[src/rtl/smb_pkg.sv]
`timescale 1ns/1ps
package smb_pkg;

    typedef enum logic [2:0] {
        ST_IDLE,
        ST_ADDR,
        ST_ADDR_ACK,
        ST_WR_BYTE,
        ST_WR_ACK,
        ST_RD_BYTE,
        ST_RD_ACK,
        ST_IGNORE
    } smb_state_e;

    // Alert response address (7-bit)
    localparam logic [6:0] ARA_ADDR = 7'h0C;
    // Configuration register holding the timeout-disable bit
    localparam logic [7:0] CFG_REG  = 8'h20;
    localparam int         DIS_BIT  = 6;

    // Device address picked by the 3-bit select input
    function automatic logic [6:0] sel_to_addr(input logic [2:0] sel);
        logic [6:0] a;
        unique case (sel)
            3'd0:    a = 7'b0101110;
            3'd1:    a = 7'b0101111;
            3'd2:    a = 7'b0101100;
            3'd3:    a = 7'b0101101;
            3'd4:    a = 7'b1001100;
            3'd5:    a = 7'b1001101;
            default: a = 7'b0101110;
        endcase
        return a;
    endfunction

endpackage

[src/rtl/smb_filter.sv]
`timescale 1ns/1ps
// Two-flop synchroniser followed by a majority-free agreement filter:
// the output only moves once LEN consecutive samples agree.
module smb_filter #(
    parameter int LEN = 3
) (
    input  logic clk,
    input  logic rst_n,
    input  logic din,
    output logic dout
);
    localparam int HW = (LEN < 2) ? 2 : LEN;

    logic [1:0]    sync_q;
    logic [HW-1:0] hist_q;

    always_ff @(posedge clk or negedge rst_n) begin
        if (!rst_n) begin
            sync_q <= '1;
            hist_q <= '1;
            dout   <= 1'b1;
        end else begin
            sync_q <= {sync_q[0], din};
            hist_q <= {hist_q[HW-2:0], sync_q[1]};
            if (&hist_q) begin
                dout <= 1'b1;
            end else if (~|hist_q) begin
                dout <= 1'b0;
            end
        end
    end

    // the filtered line only rises after a full run of high samples
    a_r13_rise_after_run: assert property (@(posedge clk) disable iff (!rst_n)
        $rose(dout) |-> $past(sync_q[1]));

endmodule

[src/rtl/smb_holdcnt.sv]
`timescale 1ns/1ps
// Counts consecutive cycles of a condition; pulses once when LIMIT is reached.
module smb_holdcnt #(
    parameter int LIMIT = 1000
) (
    input  logic clk,
    input  logic rst_n,
    input  logic cond,
    output logic hit
);
    localparam int          CW   = $clog2(LIMIT + 1);
    localparam logic [CW-1:0] LAST = CW'(LIMIT - 1);
    localparam logic [CW-1:0] TOP  = CW'(LIMIT);

    logic [CW-1:0] cnt_q;

    always_ff @(posedge clk or negedge rst_n) begin
        if (!rst_n) begin
            cnt_q <= '0;
            hit   <= 1'b0;
        end else begin
            hit <= cond && (cnt_q == LAST);
            if (!cond) begin
                cnt_q <= '0;
            end else if (cnt_q != TOP) begin
                cnt_q <= cnt_q + 1'b1;
            end
        end
    end

    // share this counter: a hit only follows a cycle with the condition true
    a_r11_hit_needs_cond: assert property (@(posedge clk) disable iff (!rst_n)
        hit |-> $past(cond));

    a_r10_hit_single: assert property (@(posedge clk) disable iff (!rst_n)
        hit |=> !hit);

endmodule

[src/rtl/smb_target.sv]
`timescale 1ns/1ps
module smb_target
    import smb_pkg::*;
#(
    parameter int LOW_CYCLES  = 7_500_000,
    parameter int IDLE_CYCLES = 37_500,
    parameter int FILT_LEN    = 3
) (
    input  logic       clk,
    input  logic       rst_n,
    input  logic       scl_i,
    input  logic       sda_i,
    output logic       sda_oe,
    input  logic [2:0] addr_sel,
    input  logic       alert_i,
    output logic       alert_pend,
    output logic [7:0] reg_addr,
    output logic [7:0] reg_wdata,
    output logic       reg_we,
    input  logic [7:0] reg_rdata
);

    // ---------------- line conditioning ----------------
    logic [1:0] raw_lines;
    logic [1:0] filt_lines;
    assign raw_lines = {sda_i, scl_i};

    for (genvar g = 0; g < 2; g++) begin : g_line
        smb_filter #(.LEN(FILT_LEN)) u_filt (
            .clk  (clk),
            .rst_n(rst_n),
            .din  (raw_lines[g]),
            .dout (filt_lines[g])
        );
    end

    logic scl_f, sda_f, scl_q, sda_q;
    assign scl_f = filt_lines[0];
    assign sda_f = filt_lines[1];

    always_ff @(posedge clk or negedge rst_n) begin
        if (!rst_n) begin
            scl_q <= 1'b1;
            sda_q <= 1'b1;
        end else begin
            scl_q <= scl_f;
            sda_q <= sda_f;
        end
    end

    logic start_det, stop_det, scl_rise, scl_fall;
    assign start_det = scl_f & scl_q & sda_q & ~sda_f;
    assign stop_det  = scl_f & scl_q & ~sda_q & sda_f;
    assign scl_rise  = scl_f & ~scl_q;
    assign scl_fall  = ~scl_f & scl_q;

    // ---------------- timeouts ----------------
    logic dis_to_q;
    logic low_hit, idle_hit;

    smb_holdcnt #(.LIMIT(LOW_CYCLES)) u_low_to (
        .clk  (clk),
        .rst_n(rst_n),
        .cond (~scl_f & ~dis_to_q),
        .hit  (low_hit)
    );

    smb_holdcnt #(.LIMIT(IDLE_CYCLES)) u_idle_to (
        .clk  (clk),
        .rst_n(rst_n),
        .cond (scl_f & sda_f),
        .hit  (idle_hit)
    );

    logic abort;
    assign abort = stop_det | low_hit | idle_hit;

    // ---------------- protocol state ----------------
    smb_state_e state, state_n;
    logic [3:0] bitcnt_q;
    logic [7:0] shreg_q;
    logic [7:0] ptr_q;
    logic       ptr_set_q;
    logic       adv_q;
    logic       ara_mode_q;
    logic       host_ack_q;
    logic       alert_q;
    logic       we_q;
    logic [7:0] wdata_q;

    logic [6:0] own_addr;
    logic       addr_hit;
    assign own_addr = sel_to_addr(addr_sel);
    assign addr_hit = (shreg_q[7:1] == own_addr) ||
                      ((shreg_q[7:1] == ARA_ADDR) && shreg_q[0] && alert_pend);

    // state register
    always_ff @(posedge clk or negedge rst_n) begin
        if (!rst_n) begin
            state <= ST_IDLE;
        end else begin
            state <= state_n;
        end
    end

    // next-state logic
    always_comb begin
        state_n = state;
        if (abort) begin
            state_n = ST_IDLE;
        end else if (start_det) begin
            state_n = ST_ADDR;
        end else begin
            unique case (state)
                ST_IDLE:     state_n = ST_IDLE;
                ST_ADDR: begin
                    if (scl_fall && bitcnt_q == 4'd8) begin
                        state_n = addr_hit ? ST_ADDR_ACK : ST_IGNORE;
                    end
                end
                ST_ADDR_ACK: begin
                    if (scl_fall) begin
                        state_n = shreg_q[0] ? ST_RD_BYTE : ST_WR_BYTE;
                    end
                end
                ST_WR_BYTE: begin
                    if (scl_fall && bitcnt_q == 4'd8) begin
                        state_n = ST_WR_ACK;
                    end
                end
                ST_WR_ACK: begin
                    if (scl_fall) begin
                        state_n = ST_WR_BYTE;
                    end
                end
                ST_RD_BYTE: begin
                    if (scl_fall && bitcnt_q == 4'd7) begin
                        state_n = ST_RD_ACK;
                    end
                end
                ST_RD_ACK: begin
                    if (scl_fall) begin
                        state_n = (host_ack_q && !ara_mode_q) ? ST_RD_BYTE : ST_IGNORE;
                    end
                end
                ST_IGNORE:   state_n = ST_IGNORE;
            endcase
        end
    end

    // datapath registers
    always_ff @(posedge clk or negedge rst_n) begin
        if (!rst_n) begin
            bitcnt_q   <= '0;
            shreg_q    <= '0;
            ptr_q      <= '0;
            ptr_set_q  <= 1'b0;
            adv_q      <= 1'b0;
            ara_mode_q <= 1'b0;
            host_ack_q <= 1'b0;
            we_q       <= 1'b0;
            wdata_q    <= '0;
            dis_to_q   <= 1'b1;
        end else begin
            we_q <= 1'b0;
            if (abort) begin
                bitcnt_q   <= '0;
                ara_mode_q <= 1'b0;
            end else if (start_det) begin
                bitcnt_q   <= '0;
                ptr_set_q  <= 1'b0;
                ara_mode_q <= 1'b0;
            end else begin
                unique case (state)
                    ST_ADDR: begin
                        if (scl_rise) begin
                            shreg_q  <= {shreg_q[6:0], sda_f};
                            bitcnt_q <= bitcnt_q + 1'b1;
                        end else if (scl_fall && bitcnt_q == 4'd8) begin
                            ara_mode_q <= (shreg_q[7:1] == ARA_ADDR);
                        end
                    end
                    ST_ADDR_ACK: begin
                        if (scl_fall) begin
                            bitcnt_q <= '0;
                            if (shreg_q[0]) begin
                                shreg_q <= ara_mode_q ? {own_addr, 1'b0} : reg_rdata;
                            end
                        end
                    end
                    ST_WR_BYTE: begin
                        if (scl_rise) begin
                            shreg_q  <= {shreg_q[6:0], sda_f};
                            bitcnt_q <= bitcnt_q + 1'b1;
                        end else if (scl_fall && bitcnt_q == 4'd8) begin
                            adv_q <= ptr_set_q;
                            if (!ptr_set_q) begin
                                ptr_q     <= shreg_q;
                                ptr_set_q <= 1'b1;
                            end else begin
                                we_q    <= 1'b1;
                                wdata_q <= shreg_q;
                                if (ptr_q == CFG_REG) begin
                                    dis_to_q <= shreg_q[DIS_BIT];
                                end
                            end
                        end
                    end
                    ST_WR_ACK: begin
                        if (scl_fall) begin
                            bitcnt_q <= '0;
                            if (adv_q) begin
                                ptr_q <= ptr_q + 1'b1;
                            end
                        end
                    end
                    ST_RD_BYTE: begin
                        if (scl_fall && bitcnt_q != 4'd7) begin
                            shreg_q  <= {shreg_q[6:0], 1'b0};
                            bitcnt_q <= bitcnt_q + 1'b1;
                        end
                    end
                    ST_RD_ACK: begin
                        if (scl_rise) begin
                            host_ack_q <= ~sda_f;
                            if (!ara_mode_q) begin
                                ptr_q <= ptr_q + 1'b1;
                            end
                        end else if (scl_fall) begin
                            bitcnt_q <= '0;
                            shreg_q  <= reg_rdata;
                        end
                    end
                    default: begin
                    end
                endcase
            end
        end
    end

    // alert pending flag: set on a rising request, cleared in the reply's ack slot
    always_ff @(posedge clk or negedge rst_n) begin
        if (!rst_n) begin
            alert_q    <= 1'b0;
            alert_pend <= 1'b0;
        end else begin
            alert_q <= alert_i;
            if (alert_i && !alert_q) begin
                alert_pend <= 1'b1;
            end else if (state == ST_RD_ACK && ara_mode_q && scl_rise && !abort && !start_det) begin
                alert_pend <= 1'b0;
            end
        end
    end

    // outputs
    always_comb begin
        unique case (state)
            ST_ADDR_ACK, ST_WR_ACK: sda_oe = 1'b1;
            ST_RD_BYTE:             sda_oe = ~shreg_q[7];
            default:                sda_oe = 1'b0;
        endcase
    end

    assign reg_addr  = ptr_q;
    assign reg_wdata = wdata_q;
    assign reg_we    = we_q;

    // ---------------- assertions ----------------
    a_r4_we_single: assert property (@(posedge clk) disable iff (!rst_n)
        reg_we |=> !reg_we);

    a_r6_nack_release: assert property (@(posedge clk) disable iff (!rst_n)
        (state == ST_RD_ACK && scl_fall && !host_ack_q) |=> !sda_oe);

    a_r8_stop_idle: assert property (@(posedge clk) disable iff (!rst_n)
        stop_det |=> (state == ST_IDLE));

    a_r9_alert_clear: assert property (@(posedge clk) disable iff (!rst_n)
        $fell(alert_pend) |-> $past(state == ST_RD_ACK && ara_mode_q));

    a_r10_idle_reset: assert property (@(posedge clk) disable iff (!rst_n)
        idle_hit |=> (state == ST_IDLE));

    a_r11_low_release: assert property (@(posedge clk) disable iff (!rst_n)
        low_hit |=> !sda_oe);

    a_r12_cfg_write_only: assert property (@(posedge clk) disable iff (!rst_n)
        !$stable(dis_to_q) |-> $past(state == ST_WR_BYTE && ptr_q == CFG_REG && ptr_set_q));

endmodule

[config.mk]
export PLATFORM = sky130hd
export DESIGN_NAME = smb_target
export DESIGN_NICKNAME = d
export VERILOG_FILES = /design/src/rtl/smb_pkg.sv /design/src/rtl/smb_filter.sv /design/src/rtl/smb_holdcnt.sv /design/src/rtl/smb_target.sv
export SDC_FILE = /design/constraint.sdc
export NUM_CORES = 1
export LEC_CHECK = 0
export BUFFER_PORTS_ARGS = -buffer_cell sky130_fd_sc_hd__buf_2
export CAP_MARGIN = 20
export CORE_AREA = 5 5 93 116
export DETAILED_ROUTE_END_ITERATION = 6
export DIE_AREA = 0 0 98 121
export PLACE_DENSITY = 0.77
export SKIP_LAST_GASP = 1
export SYNTH_ARGS = -nofsm -noshare
export SYNTH_HDL_FRONTEND = slang
export SYNTH_SLANG_ARGS = --single-unit
export TNS_END_PERCENT = 1
[constraint.sdc]
create_clock -name clk -period 2.7 [get_ports clk]
set_clock_uncertainty 0.15 [all_clocks]
set_input_delay 0.135 -clock clk [delete_from_list [all_inputs] [get_ports clk]]
set_output_delay 0.135 -clock clk [all_outputs]
set_load 0.005 [all_outputs]
=== After elaboration in Yosys (flattened, before gate mapping) ===
Index checks and enable logic that the tools add are counted.

* Reduce and logical (&&, ||, !) cells: 44
* Add/sub/neg operators: 4
* Eq/ne operators: 50
* Bitwise operators: 20
* Muxes and demuxes: 62

{| class="wikitable"
|+ Operator list
! operator !! number
|-
| two-way mux 8 bit || 14
|-
| two-way mux 23 bit || 2
|-
| case mux 7 bit (5 select lines) || 1
|-
| two-way mux 16 bit || 2
|-
| inequality test 4 bit, second input constant || 8
|-
| case mux 8 bit (4 select lines) || 1
|-
| two-way mux 3 bit || 10
|-
| inequality test 2 bit, second input constant || 15
|-
| two-way mux 4 bit || 6
|-
| case mux 3 bit (8 select lines) || 1
|-
| case mux 8 bit (3 select lines) || 1
|-
| adder 23 x 1 -> 23 bit, second input constant || 1
|-
| equality test 23 bit, second input constant || 1
|-
| inequality test 23 bit, second input constant || 1
|-
| two-way mux 1 bit || 21
|-
| equality test 3 bit, second input constant || 6
|-
| adder 16 x 1 -> 16 bit, second input constant || 1
|-
| equality test 16 bit, second input constant || 1
|-
| inequality test 16 bit, second input constant || 1
|-
| case mux 4 bit (4 select lines) || 1
|-
| logical AND 1 bit || 13
|-
| equality test 3 x 2 -> 1 bit, second input constant || 4
|-
| AND reduction 4 bit || 3
|-
| AND reduction 6 bit || 2
|-
| 32 further kinds || 63
|}

* Flip-flop bits (word level): 94
* Logic and storage cells: 206
* Bits of input ports: 16

=== Logic depth before layout (Yosys ltp) ===
* Depth after elaboration: 10
* Gate-level depth with buffers: 8

=== Hierarchy ===
Synthesis repeated with hierarchy kept, for this count alone.

* Cells, all modules: 552
* Area total of the unflattened synthesis: 5308.8 um^2

{| class="wikitable"
|+ Modules (own cells, without submodules)
! module !! times used !! area an instance (um^2) !! cells each
|-
| smb_target || 1 || 2721.4 || 300
|-
| smb_holdcnt at u_low_to || 1 || 1308.8 || 138
|-
| smb_holdcnt at u_idle_to || 1 || 925.9 || 94
|-
| smb_filter || 2 || 176.4 || 10
|}

=== Worst setup path before layout ===
Ideal clock, no wire load.

* Path kind: register -> register
* Start: reg bitcnt_q[0]
* End: reg shreg_q[1]
* Buffers on the path: 0
* Data required time: 2.425 ns
* Clock period less this slack: 2.128 ns
* Setup time: 0.125 ns
* Path slack: 0.572 ns
* Stages on the path, launching flop included: 7
* Data arrival time: 1.854 ns
* Path through: dfrtp_1 > ha_1 > and3b_1 > nor2_2 > o21ai_1 > a221oi_4 > mux2_2

* Word-level cells in the longest chain between the ends: 4

{| class="wikitable"
|+ RTL lines
! item !! RTL line !! source
|-
| start, declared || smb_target.sv:80 || <nowiki>logic [3:0] bitcnt_q;</nowiki>
|-
| start signal, assigned || smb_target.sv:178 || <nowiki>bitcnt_q <= bitcnt_q + 1'b1;</nowiki>
|-
| start signal, assigned || smb_target.sv:194 || <nowiki>bitcnt_q <= bitcnt_q + 1'b1;</nowiki>
|-
| start signal, assigned || smb_target.sv:220 || <nowiki>bitcnt_q <= bitcnt_q + 1'b1;</nowiki>
|-
| inequality test 4 x 3 -> 1 bit || smb_target.sv:218 || <nowiki>if (scl_fall && bitcnt_q != 4'd7) begin</nowiki>
|-
| logical AND 1 bit || smb_target.sv:218 ||
|-
| inequality test 2 bit (no source line) || -- ||
|-
| AND reduction 9 bit (no source line) || -- ||
|-
| end signal, assigned || smb_target.sv:193 || <nowiki>shreg_q <= {shreg_q[6:0], sda_f};</nowiki>
|-
| end signal, assigned || smb_target.sv:219 || <nowiki>shreg_q <= {shreg_q[6:0], 1'b0};</nowiki>
|-
| end signal, assigned || smb_target.sv:231 || <nowiki>shreg_q <= reg_rdata;</nowiki>
|-
| end, declared || smb_target.sv:81 || <nowiki>logic [7:0] shreg_q;</nowiki>
|}

No other way between the ends.
A chain may end at the register's enable or synchronous reset.

=== Final worst setup path ===
* Start: reg state[2]
* End: reg shreg_q[2]

* Word-level cells in the longest chain between the ends: 4
* Elaborated cells between the ends (all ways): 15
* Classes of those cells: eq/ne: 11; mux: 1; reduce/logical: 3

{| class="wikitable"
|+ RTL lines
! item !! RTL line !! source
|-
| start, declared || smb_target.sv:79 || <nowiki>smb_state_e state, state_n;</nowiki>
|-
| start signal, assigned || smb_target.sv:102 || <nowiki>state <= state_n;</nowiki>
|-
| equality test 3 x 2 -> 1 bit or equality test 3 x 1 -> 1 bit (tied branches) || smb_target.sv:174 || <nowiki>unique case (state)</nowiki>
|-
| OR reduction 2 bit (no source line) || -- ||
|-
| inequality test 2 x 1 -> 1 bit (no source line) or nonzero test 4 bit (tied branches) || -- ||
|-
| AND reduction 9 bit (no source line) || -- ||
|-
| end signal, assigned || smb_target.sv:177 || <nowiki>shreg_q <= {shreg_q[6:0], sda_f};</nowiki>
|-
| end signal, assigned || smb_target.sv:187 || <nowiki>shreg_q <= ara_mode_q ? {own_addr, 1'b0} : reg_rdata;</nowiki>
|-
| end signal, assigned || smb_target.sv:193 ||
|}

Several ways; a longest one is shown, not always the timed one.

==> summary.md <==
| Metric | Value |
|---|---|
| Slew headroom | 0.461 |
| VDD IR max | 322 uV |
| Fin. max-slew vios | 0 |
| Final worst path period share | 0.889 |
| CTS buffer count | 9 |
| Detail-routed net length per standard cell | 16.1 microns |
| CP Class | flop to flop |
| Gr ovfl total | 0 |
| Worst-Margin Slew | 0.798 ns |
| Hold Path Class | input pin to flop |
| Vias in the first global route | 4084 |
| Slowest-stage cell, CP | dfrtp_1 |
| Top-area cell type share of the netlist area | 0.388 |
| Initial Util | 0.533 |
| PnR worst setup slack | 0.301 ns |
| Average via count per standard cell | 5.91 |
| Sequential share of the synthesized area | 0.465 |
| Fin crit period | 2.40 ns |
| Clk sinks | 94 |
| CTS tree | built |
| Hold WS | 0.0458 ns |
| Core area | ~0.0096 sq mm |
| Pleak | 2.56 nW |
| Worst skew pair latency | ~0.34 ns |
| Core Util, Final | 0.605 |
| # H-tree levels | 3 |
| # diodes | 0 |
| Dpl ws | 0.364 ns |
| Cell taking the most area after synthesis | dfrtp_1 |
| # IOs | 35 |
| HPWL Detailed | roughly 8.1 mm |
| Critical path buffer and inverter count | 0 |
| Routed Antenna Nets | 0 |
| Share of cells above drive strength 1 | 0.172 |
| Vias | 4136 |
| IO buf count | 34 |
| Die area | ~0.012 sq mm |
| Area grow syn2layout | 13.6% |
| Setup tns final | 0 ns |
| Die width | 98 microns |
| Final nets | between 500 and 600 |
| Syn. warnings | 0 |
| Synthesized Nets | 555 |
| CTS resizes | 0 |
| Rows | 40 |
| Endpoint type of the worst setup path | flop |
| Post-synthesis cell area | 0.00509 sq mm |
| Tot GR Track Use | 0.197 |
| DRT Pass-1 Iters | 4 |
| Yosys cell types | 73 |
| Primary FF master, synth | dfrtp_1 |
| Synth cell count leaders | dfrtp_1, nor2_1, nand2_1, a21oi_1, o21ai_0 |
| F_max | ~420 MHz |
| Worst path required time | between 2 and 3 ns |
| Most common cell in the netlist | dfrtp_1 |
| Cells after Synth | 530 |
| Async SR Flop Fraction | 1.00 |
| Pin count of the biggest net entering global routing | 49 |
| Outcome | finished clean |
| CTS max path bufs | 2 |
| PwrDens | 769 mW/mm^2 |
| Routed WL | 11.3 mm |
| Crit path arrival time | 2.47 ns |
| RSZ-0062 raised after global routing | false |
| Critical path's top delay family | flip-flops |
| Drt first-iter violations | 146 |
| CP Cell Sequence | nand2b_4, nor2_2, o21ai_1, a221oi_4, mux2_2 |
| Number of flops mapped to enable cells by yosys | 0 |
| Syn Area/Cell | 9.61 sq um |
| Max cap viols | 0 |
| Gpl congestion | 0.931 |
| Clock Root Buffer | clkbuf_16 |
| Synth top area cells | dfrtp_1, dfstp_2, nor2_1, mux2_2, xor2_1 |
| Chip height | 121 microns |
| # DRC | 0 |
| Endpoints failing setup | 0 |
| CP max stage delay | 0.70 ns |
| First-pass GRT wire length | 19.1 mm |
| Initial antenna violation count | 0 |
| Final Hold Fails | 0 |
| Clk slew on worst S/H paths | 0.07 ns |
| Synth Register Bits | 94 |
| Peak fanout along the critical path | 18 |
| CP startpoint kind | flop |
## cell usage in the layout, fill, tap and decap left out, types with 6 or more instances in the layout
master	Yosys	final
nand2_1	36	36
nand4_1	14	14
and2_1	7	7
ha_1	9	9
dfrtp_1	79	79
a31oi_1	9	9
nand3_1	23	23
o21ai_0	24	24
buf_2	6	33
and3_1	14	14
inv_1	21	21
nand2b_1	10	10
dfstp_2	15	15
xor2_1	18	18
clkbuf_16	0	10
a21oi_1	30	30
xnor2_1	14	14
nor2_1	62	62
mux2i_1	6	6
buf_4	1	13
mux2_2	14	14
nor3_1	6	6
## worst paths after layout
check / startpoint / end / slack (ns) / cells past startpoint
worst max-delay path: state[2] / shreg_q[2] / 0.30 / 5
worst min-delay path: reg_rdata[0] / shreg_q[0] / 0.05 / 3
worst max register to register: state[2] / shreg_q[2] / 0.30 / 5
worst min register to register: g_line[1].u_filt.sync_q[0] / g_line[1].u_filt.sync_q[1] / 0.20 / 0
max in group asynchronous: rst_n / u_low_to.cnt_q[13] / 1.53 / 3
min in group asynchronous: rst_n / u_low_to.cnt_q[2] / 0.22 / 2
## per-layer routing
| metal | vias up | GRT usage | share of wire |
|---|---|---|---|
| met3 | 28 | 0.0443 | 0.037 |
| met2 | 85 | 0.333 | 0.51 |
| met1 | 2029 | 0.237 | 0.42 |
| li1 | 1994 | - | - |
| met4 | 0 | 0.0970 | 0.032 |
| met5 | - | 0 | 0 |
## registers in the layout, summed over array words and instances, names as in the netlist, 2 cells and up
| register | count |
|---|---|
| bitcnt_q | 4 |
| g_line.u_filt.dout | 2 |
| g_line.u_filt.hist_q | 6 |
| g_line.u_filt.sync_q | 4 |
| reg_addr | 8 |
| reg_wdata | 8 |
| shreg_q | 8 |
| state | 3 |
| u_idle_to.cnt_q | 16 |
| u_low_to.cnt_q | 23 |
## cell families after synthesis
| family | Yosys count | synth area share |
|---|---|---|
| adders and majority gates | 10 | 0.0241 |
| DFF | 94 | 0.465 |
| and+or+nand+nor | 210 | 0.217 |
| buffers and inverters | 45 | 0.0368 |
| AOI/OAI and AO/OA | 118 | 0.157 |
| muxes | 21 | 0.0450 |
| xor gates and xnor gates | 32 | 0.0550 |
## through the flow
stage | cell area, sq um | power [mW] | std cells
floorplan | 5090 | 2.72 | 530
global placement | 5430 | 3.09 | 679
detailed placement | 5430 | 3.14 | 679
CTS | 5780 | 4.47 | 700
global route | 5780 | 4.71 | 700
finish | 5780 | 4.45 | 700
## timing repair
| action | CTS | global route |
|---|---|---|
| buffers inserted | 0 | 0 |
| hold endpoints to repair | 49 | 0 |
| hold buffers | 5 | 0 |
## where the power goes
part	switching (mW)	leakage, nW	total [mW]	internal (mW)
clock	0.539	0.155	1.31	0.775
combinational	0.679	1.19	1.23	0.552
sequential	0.294	1.22	1.90	1.61
## area by class of cell
type,count,area (sq um)
inverters,21,78.8
well taps,126,158
clock inverters,5,55.1
multi-input cells,391,2530
flip-flops and latches,94,2370
fillers,813,3770
clock buffers,11,254
repair buffers,52,333
## worst reg2reg max path, cell delays in order, from the launching register on
cell and delay, ns:
dfrtp_1 0.70, nand2b_4 0.13, nor2_2 0.28, o21ai_1 0.15, a221oi_4 0.48, mux2_2 0.40
(Power assumes the default switching activity.)
